## config.mk

```make
export PLATFORM = sky130hd
export DESIGN_NAME = serdir_bringup
export DESIGN_NICKNAME = d
export VERILOG_FILES = /design/src/rtl/serdir_bringup.sv
export SDC_FILE = /design/constraint.sdc
export NUM_CORES = 1
export LEC_CHECK = 0
export BUFFER_PORTS_ARGS = -buffer_cell sky130_fd_sc_hd__buf_2
export CORE_UTILIZATION = 30
export CTS_CLUSTER_DIAMETER = 40
export DETAILED_ROUTE_END_ITERATION = 8
export PLACE_DENSITY_LB_ADDON = 0.08
export SLEW_MARGIN = 10
export SYNTH_ARGS = -nofsm -noshare
export SYNTH_HDL_FRONTEND = slang
export SYNTH_SLANG_ARGS = --single-unit
```

## constraint.sdc

```tcl
create_clock -name clk -period 4.26 [get_ports clk]
set_clock_uncertainty 0.15 [all_clocks]
set_input_delay 0.426 -clock clk [delete_from_list [all_inputs] [get_ports clk]]
set_output_delay 0.426 -clock clk [all_outputs]
set_load 0.02 [all_outputs]
```

## src/rtl/serdir_bringup.sv

```systemverilog
module serdir_bringup #(
  parameter bit IS_TX       = 1'b1,
  parameter int POLL_LIMIT  = 1000,
  parameter int READY_LIMIT = 100000
) (
  input  logic        clk,
  input  logic        rst_n,
  input  logic        start_req,
  input  logic        stop_req,
  input  logic        ser_ready,
  input  logic [4:0]  unit_ack,
  output logic [15:0] ctl,
  output logic        buf_wr,
  output logic        stat_clr,
  output logic        done,
  output logic        err
);
  localparam int OFS = IS_TX ? 8 : 0;
  localparam int MAXL = (POLL_LIMIT > READY_LIMIT) ? POLL_LIMIT : READY_LIMIT;
  localparam int CW = $clog2(MAXL + 1);

  typedef enum logic [3:0] {IDLE, W_HF, W_CK, W_SC, WR0, W_SM, W_FS, W_RDY, WR1, FIN, FAIL} st_t;

  st_t           st, nxt;
  logic [4:0]    en, nset;
  logic [CW-1:0] cnt;
  logic          pbit, polling, lim_hit;

  assign ctl    = {11'd0, en} << OFS;
  assign buf_wr = (st == WR0) || (st == WR1);
  assign done   = (st == FIN);

  always_comb begin
    pbit = 1'b0;
    nxt  = st;
    nset = 5'd0;
    case (st)
      W_HF:  begin pbit = unit_ack[1]; nxt = W_CK; nset = 5'b00001; end
      W_CK:  begin pbit = unit_ack[0]; nxt = W_SC; nset = 5'b00100; end
      W_SC:  begin pbit = unit_ack[2]; nxt = WR0; end
      W_SM:  begin pbit = unit_ack[3]; nxt = W_FS; nset = 5'b10000; end
      W_FS:  begin pbit = unit_ack[4]; nxt = IS_TX ? W_RDY : FIN; end
      W_RDY: begin pbit = ser_ready;   nxt = WR1; end
      default: ;
    endcase
  end

  assign polling = (st == W_HF) || (st == W_CK) || (st == W_SC) ||
                   (st == W_SM) || (st == W_FS) || (st == W_RDY);
  assign lim_hit = (st == W_RDY) ? (cnt == CW'(READY_LIMIT - 1))
                                 : (cnt == CW'(POLL_LIMIT - 1));

  always_ff @(posedge clk or negedge rst_n) begin
    if (!rst_n) begin
      st       <= IDLE;
      en       <= '0;
      cnt      <= '0;
      err      <= 1'b0;
      stat_clr <= 1'b0;
    end else begin
      stat_clr <= stop_req;
      if (stop_req) begin
        st  <= IDLE;
        en  <= '0;
        cnt <= '0;
      end else if (polling) begin
        if (pbit) begin
          st  <= nxt;
          en  <= en | nset;
          cnt <= '0;
        end else if (lim_hit) begin
          st  <= FAIL;
          en  <= '0;
          cnt <= '0;
          err <= 1'b1;
        end else begin
          cnt <= cnt + 1'b1;
        end
      end else begin
        case (st)
          IDLE, FAIL: if (start_req) begin
            st  <= W_HF;
            en  <= 5'b00010;
            cnt <= '0;
            err <= 1'b0;
          end
          WR0: begin
            st    <= W_SM;
            en[3] <= 1'b1;
          end
          WR1: st <= FIN;
          default: ;
        endcase
      end
    end
  end
endmodule

```

==> run_results.csv, run 1 <==
group,metric,value,unit
die,die_w,81.1,um
clock_network,htree_levels,1,
critical_path,r2r-start,"st[1]",
final_layout,fin_util,0.340,
timing,hold_viol_final,0,
placement,hpwl,3.41,mm
final_layout,final_cell_mix,"dfrtp_1 (28), buf_2 (18), a31oi_1 (16)",
route,drt_wl_total,4.75,mm
final_layout,fill_cells,638,
die,die_h,81.1,um
global_route,grt_usage,0.154,
placement,placed_area,1980,um2
die,start_util,0.313,
global_route,grt_pass1_vias,1550,
critical_path,path_max_fanout,13,
route,num_vias,1657,
route,first_pass_iters,4,
die,core_area,5990,um2
power,p_leak,0.000809,uW
final_layout,diodes,0,
clock_network,clk_pin_slew_worst_paths,100,ps
route,routed_via_density,5.54,
final_layout,area_growth,8.39,%
route,drt_iter0_drc,115,
global_route,antenna_found_initial,0,
critical_path,crit_buf_inv,0,
placement,dp.cells,295,
global_route,grt_max_degree,29,
critical_path,cp-start-kind,"flop",
timing,tns,0,ps
timing,setup_viol,0,
timing,drv_slew,0,
global_route,grt_first_pass_wirelength,7.87,mm
critical_path,crit_type,"flop to flop",
synthesis,syn-cell-area,1880,um2
die,rows,28,
timing,rsz0062_at_grt,"false",
synthesis,syn_area_per_cell,8.86,um2
clock_network,cts_root_buf,"clkbuf_8",
timing,slew_headroom,0.564,
final_layout,nets,236,
die,ios,30,
clock_network,cts_hold_buf,0,
critical_path,path_delay_family,"simple AND/OR/NAND/NOR gates",
timing,fin_crit_sh,0.684,
critical_path,crit_chain,"mux4_2 > a32oi_1 > nand2_1 > or3_1 > a31oi_1",
placement,gp_congestion,0.844,
final_layout,final_common_cell,"dfrtp_1",
power,ir_drop,0.179,mV
worst_hold_path,hold_path.class,"input port to asynchronous set/reset pin",
clock_network,cts.sinks,28,
final_layout,layout-drive-gt1-share,0.165,
route,drc_errors,0,
die,die-area,6580,um2
route,ant_nets,0,
final_layout,seqCellArea,701,um2
synthesis,synth-edff-count,0,
synthesis,async_flop_share,1.00,
clock_network,cts_max_path_buffers,2,
synthesis,synthFlopType,"dfrtp_1",
route,avgRoutedWirePerCell,15.9,um
critical_path,cp_data_arrival_time,2960,ps
critical_path,ff2ff_path_depth,5,
critical_path,required,4310,ps
critical_path,cp_slowest_cell,"dfrtp_1",
synthesis,synth_cells,212,
critical_path,r2r_end,"cnt[6]",
final_layout,final-instance-count-excl-fill,299,
synthesis,yosysUniqueCellTypes,59,
clock_network,postCtsSetupBuffers,0,
timing,fmax,0.343,GHz
clock_network,cts_tree,"built",
clock_network,cts_resized,0,
final_layout,postLayoutCellArea,2040,um2
run_status,status,"complete, no violations",
synthesis,ys_warn_count,0,
timing,fin_crit,2920,ps
placement,place_ws,1400,ps
critical_path,rrSetupSlack,1340,ps
critical_path,cp_slowest_stage_delay,610,ps
power,powerDensity,471,nW/um2
clock_network,clk_latency,280,ps
synthesis,ys_seq_area_frac,0.373,
global_route,overflow,0,
final_layout,multi_input_area,1030,um2
critical_path,critPathCaptureType,"flop",
flow_run,max-cap-violations,0,
synthesis,ys_ff_latch,28,
clock_network,cts_buffers,3,
timing,timing.final.ws_setup,1340,ps
placement,port_buffers,18,
timing,worstMarginPinSlew,654,ps
area by class of cell:
| class | count | area share |
|---|---|---|
| Multi-Input combinational cell | 159 | 0.505 |
| Sequential cell | 28 | 0.344 |
| Timing Repair Buffer | 21 | 0.0553 |
| Tap cell | 75 | 0.0461 |
| Clock buffer | 4 | 0.0270 |
| Inverter | 12 | 0.0221 |
cells in the mapped netlist (2+ instances only):
master,instances,share of area
o211ai_1,3,0.012
nand2b_1,3,0.010
xor2_1,4,0.019
and2_1,3,0.010
a21oi_1,10,0.027
nor4_1,5,0.017
a211o_1,2,0.0093
nor4b_1,2,0.0093
buf_4,13,0.052
nand4_1,2,0.0067
or2_2,3,0.010
a31oi_1,16,0.053
and3_1,2,0.0067
nand3_1,5,0.013
o21ba_2,2,0.011
nor2_1,14,0.028
nor3_1,5,0.013
o21ai_0,8,0.021
nand2_1,14,0.028
buf_2,5,0.013
inv_1,12,0.024
a221oi_1,2,0.0093
o21bai_1,4,0.016
dfrtp_1,28,0.37
or3_1,8,0.027
clkbuf_1,4,0.0080
state kept, by name, indices dropped and copies added (netlist names):
name      cells
cnt          17
st            4
stat_clr      1
err           1
en            5
power breakdown:
| group | switching (uW) | internal (uW) | leakage, uW |
|---|---|---|---|
| Sequential | 69.6 | 302 | 0.000383 |
| Clock | 85.3 | 82.8 | 0.0000288 |
| Combinational | 259 | 161 | 0.000398 |
| Total | 414 | 546 | 0.000809 |
per-stage QoR:
| stage | total power [uW] | hold slack, ps |
|---|---|---|
| CTS | 967 | 41.5 |
| global route | 1030 | 65.8 |
| floorplan | 689 | -19.6 |
| global placement | 802 | 345 |
| finish | 960 | 14.9 |
| detailed placement | 794 | 350 |
metal layers:
layer  share of wire  track usage  wire [um]  vias to the layer above
li1                -            -          -                      794
met1            0.46        0.206       2190                      805
met2            0.48        0.252       2270                       48
met3           0.035       0.0180        164                       10
met4           0.025       0.0625        119                        0
met5               0            0          0                        -
worst max path at each step:
stage	start	cells past startpoint	slack, ps	end
after floorplan	st[2]	6	1910	en[0]
after global placement	st[1]	5	1380	cnt[6]
after detailed placement	st[1]	5	1400	cnt[7]
after CTS	st[1]	5	1370	cnt[6]
after global routing	st[1]	5	1130	cnt[7]
final	st[1]	5	1340	cnt[6]
kinds of logic (layout without fill, tap and decap cells):
| kind of cell | Yosys count | in the layout | synth area share |
|---|---|---|---|
| flip-flops | 28 | 28 | 0.373 |
| AND/OR/NAND/NOR | 73 | 73 | 0.213 |
| AO/OA/AOI/OAI | 66 | 66 | 0.260 |
| adder cells (fa/ha/maj) | 1 | 1 | 0.00666 |
| XOR/XNOR | 5 | 5 | 0.0233 |
| buffers and inverters | 35 | 37 | 0.0993 |
| multiplexers | 3 | 3 | 0.0233 |
| other | 1 | 11 | 0.00200 |
(Power assumes the default switching activity.)
==> run 2: changes to the inputs <==
Clock period 4.26 ns to 2.9 ns, I/O delays scaled along.
==> run_results.csv, run 2 (synthesized netlist as in run 1, its figures left out) <==
group,metric,value,unit
power,swShare,0.415,
clock_network,clk_pin_slew_worst_paths,110,ps
clock_network,cts_buffers,3,
die,die_w,81.1,um
power,power_frac_comb,0.475,
clock_network,cts_resized,0,
power,ir_drop,0.324,mV
power,p_int,897,uW
timing,hold_viol_final,0,
final_layout,diodes,0,
route,first_pass_iters,4,
timing,tns,0,ps
critical_path,cp-start-kind,"flop",
clock_network,cts_hold_buf,1,
power,powerDensity,730,nW/um2
clock_network,cts.sinks,28,
power,power_frac_seq,0.316,
timing,slew_headroom,0.497,
die,rows,28,
critical_path,required,2960,ps
route,drt_iter0_drc,62,
placement,port_buffers,18,
final_layout,final_cell_mix,"dfrtp_1 (28), buf_2 (18), a31oi_1 (16)",
global_route,grt_usage,0.167,
critical_path,critPathCaptureType,"flop",
worst_hold_path,hold_path.class,"input port to flop",
critical_path,path_max_fanout,13,
route,drt_wl_total,5.03,mm
clock_network,cts_max_path_buffers,2,
final_layout,nets,242,
die,core_area,5990,um2
global_route,grt_max_degree,29,
route,drc_errors,0,
global_route,grt_pass1_vias,1650,
timing,setup_viol,0,
route,num_vias,1667,
timing,fin_crit_sh,0.883,
clock_network,clk_latency,280,ps
placement,hpwl,3.56,mm
clock_network,cts_tree,"built",
clock_network,htree_levels,1,
global_route,grt_first_pass_wirelength,8.36,mm
global_route,overflow,0,
final_layout,layout-drive-gt1-share,0.183,
timing,worstMarginPinSlew,751,ps
power,clockPowerShare,0.209,
final_layout,fill_cells,626,
die,start_util,0.313,
run_status,status,"complete, no violations",
placement,gp_congestion,0.792,
route,avgRoutedWirePerCell,16.5,um
power,p_switching,636,uW
die,die_h,81.1,um
power,p_leak,0.000845,uW
timing,drv_slew,0,
critical_path,rrSetupSlack,340,ps
final_layout,reg_top3,"cnt: 17 flops, en: 5 flops, st: 4 flops",
final_layout,largest_register,"cnt",
critical_path,cp_data_arrival_time,2620,ps
timing,fmax,0.391,GHz
die,ios,30,
route,routed_via_density,5.47,
clock_network,postCtsSetupBuffers,0,
final_layout,largest_register_ffs,17,
route,ant_nets,0,
timing,whs,121,ps
timing,fin_crit,2560,ps
global_route,antenna_found_initial,0,
final_layout,area_growth,11.8,%
flow_run,max-cap-violations,0,
clock_network,cts_root_buf,"clkbuf_8",
die,die-area,6580,um2
critical_path,crit_type,"flop to flop",
final_layout,final_common_cell,"dfrtp_1",
timing,rsz0062_at_grt,"false",
[run 2: changes by cell type in the layout (fill, tap and decap cells not counted)]
cell / delta
bufinv_16: +1
buf_4: +5
dlygate4sd3_1: +1
clkbuf_8: -1
[run 2: worst paths after layout]
kind	start	end	cells past startpoint
max reg2reg	st[1]	cnt[6]	5
max in group asynchronous	rst_n	cnt[10]	2
min	start_req	err	2
max	st[1]	cnt[6]	5
min in group asynchronous	rst_n	cnt[15]	2
min reg2reg	en[2]	en[2]	2
[run 2: through the flow]
step	total power (uW)	instance area (um2)	std cells	setup WS, ps	utilization
floorplan	1010	1920	222	551	-
global placement	1230	2020	300	401	0.337
detailed placement	1220	2020	300	364	0.337
CTS	1550	2100	305	295	0.350
global route	1650	2100	305	132	0.350
finish	1530	2100	305	340	0.350
[run 2: critical path: stages, from the launching register on]
cell,delay [ps]
dfrtp_1,410
mux4_2,540
a32oi_1,400
nand2_1,380
or3_1,440
a31oi_1,160
[run 2: power by group through the flow]
stage	Clock, uW	Combinational, uW	Sequential [uW]
CTS	333	734	484
global route	345	812	490
finish	321	728	484
floorplan	0	495	517
global placement	0	735	492
detailed placement	0	730	491
[run 2: final cells by class]
type / instances / area (um2) / share of cell area
clock inverters: 1 / 30.0 / 0.0143
multi-input cells: 159 / 1030 / 0.490
inverters: 12 / 45.0 / 0.0215
repair buffers: 27 / 160 / 0.0763
clock buffers: 3 / 41.3 / 0.0197
flip-flops and latches: 28 / 701 / 0.334
well taps: 75 / 93.8 / 0.0447
[run 2: layer usage]
metal / up-vias / routed length (um) / part of all wire / track usage
li1: 810 / - / - / -
met1: 817 / 2290 / 0.46 / 0.209
met2: 36 / 2550 / 0.51 / 0.307
met3: 4 / 160 / 0.032 / 0.0270
met4: 0 / 26 / 0.0052 / 0.0196
met5: - / 0 / 0 / 0
==> run 3: changes to the inputs <==
Settings changed: ABC_AREA set to 1, CORE_ASPECT_RATIO set to 0.5.
==> run_results.csv, run 3 <==
group,metric,value,unit
synthesis,yosysMostFrequentCell,"nand2_1",
worst_hold_path,holdPathStages,1,
synthesis,synth_cells,272,
global_route,grt_first_pass_wirelength,7.73,mm
power,powerDensity,692,nW/um2
clock_network,cts_tree,"built",
die,die-area,6630,um2
synthesis,synth-edff-count,0,
clock_network,cts_hold_buf,1,
final_layout,layout-drive-gt1-share,0.130,
final_layout,final-instance-count-excl-fill,376,
placement,dp.cells,371,
route,first_pass_iters,4,
clock_network,clk_latency,260,ps
synthesis,netlist.area_leader.share,0.371,
critical_path,path_max_fanout,16,
critical_path,required,2890,ps
die,core_area,5750,um2
synthesis,synthTopCellsByCount,"nand2_1 (77), nor2_1 (37), inv_1 (32)",
timing,drv_slew,0,
clock_network,cts_root_buf,"clkbuf_16",
clock_network,htree_levels,1,
die,die_w,114,um
clock_network,clk_pin_slew_worst_paths,70,ps
synthesis,yosys-top-cells-area,"dfrtp_1 (37%), nand2_1 (15%), nor2_1 (7.4%)",
power,p_leak,0.00110,uW
route,drc_errors,0,
timing,worstMarginPinSlew,657,ps
final_layout,area_growth,12.9,%
power,ir_drop,0.339,mV
critical_path,rrSetupSlack,840,ps
route,drt_iter0_drc,55,
timing,fin_crit,2060,ps
critical_path,ff2ff_path_depth,8,
final_layout,largest_register_ffs,17,
synthesis,syn-cell-area,1890,um2
synthesis,ys_seq_area_frac,0.371,
synthesis,syn_area_per_cell,6.94,um2
timing,hold_viol_final,0,
clock_network,cts_max_path_buffers,2,
worst_hold_path,hold_path.class,"input port to flop",
route,drt_wl_total,4.48,mm
die,ios,30,
placement,gp_congestion,0.818,
die,start_util,0.328,
global_route,grt_pass1_vias,1619,
final_layout,final_cell_mix,"nand2_1 (77), nor2_1 (37), inv_1 (32)",
clock_network,postCtsSetupBuffers,0,
synthesis,ys_ff_latch,28,
clock_network,cts.sinks,28,
global_route,grt_max_degree,29,
route,ant_nets,0,
worst_hold_path,hold_path_startpoint,"stop_req",
route,routed_via_density,4.46,
route,avgRoutedWirePerCell,11.9,um
flow_run,max-cap-violations,0,
global_route,overflow,0,
timing,fmax,0.484,GHz
timing,fin_crit_sh,0.712,
run_status,status,"complete, no violations",
synthesis,ys_warn_count,0,
critical_path,r2r-start,"st[3]",
synthesis,async_flop_share,1.00,
final_layout,diodes,0,
worst_hold_path,holdPathEnd,"stat_clr",
timing,rsz0062_at_grt,"false",
global_route,antenna_found_initial,0,
final_layout,nets,304,
timing,setup_viol,0,
die,die_h,58.1,um
clock_network,cts_buffers,3,
critical_path,cp_data_arrival_time,2060,ps
route,num_vias,1676,
die,rows,19,
final_layout,largest_register,"cnt",
final_layout,final_common_cell,"nand2_1",
placement,port_buffers,18,
placement,hpwl,3.49,mm
synthesis,yosysUniqueCellTypes,29,
critical_path,r2r_end,"cnt[4]",
timing,tns,0,ps
final_layout,reg_top3,"cnt: 17 flops, en: 5 flops, st: 4 flops",
global_route,grt_usage,0.148,
critical_path,cp-start-kind,"flop",
critical_path,crit_type,"flop to flop",
timing,slew_headroom,0.562,
synthesis,yosysTopAreaCell,"dfrtp_1",
clock_network,cts_resized,0,
synthesis,synthFlopType,"dfrtp_1",
critical_path,critPathCaptureType,"flop",
run 3: cell types whose count changed in the layout (fill, tap and decap cells not counted), sizes merged, moves of 8 or more:
cell | previous run | this run
a21oi | 10 | 2
a31oi | 16 | 1
buf | 26 | 18
inv | 12 | 34
nand2 | 14 | 81
nand3 | 5 | 23
nor2 | 14 | 43
o21ai | 8 | 16
or3 | 8 | 0
run 3: power by group:
part           total, uW  internal (uW)  switching [uW]
clock                409            275             134
sequential           480            431            49.4
combinational        584            163             421
total               1470            869             604
run 3: worst max-delay path: stages, from the launching register on:
cell     delay, ps
dfrtp_1        480
nor2_2         300
nand2_1        110
o21ai_2        110
nand2_2         90
nand2_4        170
inv_1          170
a31oi_1        270
nor2_1          90
run 3: layout make-up:
type	instances	area, um2
well taps	84	105
clock inverters	1	30.0
multi-input cells	207	991
inverters	34	128
clock buffers	3	75.1
repair buffers	19	100
flip-flops and latches	28	701
fillers	629	3620
run 3: worst max path at each step:
stage / startpoint / to
finish: st[3] / cnt[4]
global route: st[3] / cnt[16]
CTS: st[3] / cnt[4]
detailed placement: st[3] / cnt[4]
global placement: st[3] / cnt[4]
floorplan: cnt[0] / cnt[16]
run 3: metal layers:
| layer | global-route usage | wire (um) | vias to the layer above |
|---|---|---|---|
| met5 | 0 | 0 | - |
| met4 | 0.0260 | 27 | 0 |
| met3 | 0.0303 | 158 | 2 |
| met2 | 0.242 | 1900 | 33 |
| met1 | 0.208 | 2390 | 755 |
| li1 | - | - | 886 |
run 3: cells by family (layout without fill, tap and decap cells):
logic type      after synthesis  after routing  share of synthesized area
simple gates                163            163                      0.389
flops                        28             28                      0.371
compound gates               26             26                     0.0796
xor+xnor                      6              6                     0.0279
other cells                   1             11                    0.00199
fa+ha+maj                     1              1                    0.00663
buf+inv                      47             57                      0.123
run 3: through the flow:
stage / worst slack [ps] / power [uW] / instance area, um2 / hold slack (ps) / util
2_1_floorplan: 1210 / 944 / 1920 / -156 / -
3_3_place_gp: 802 / 1070 / 2010 / 200 / 0.350
3_5_place_dp: 830 / 1070 / 2010 / 220 / 0.350
4_1_cts: 810 / 1490 / 2130 / 82.1 / 0.370
5_1_grt: 618 / 1590 / 2130 / 88.4 / 0.370
6_report: 835 / 1470 / 2130 / 95.7 / 0.370
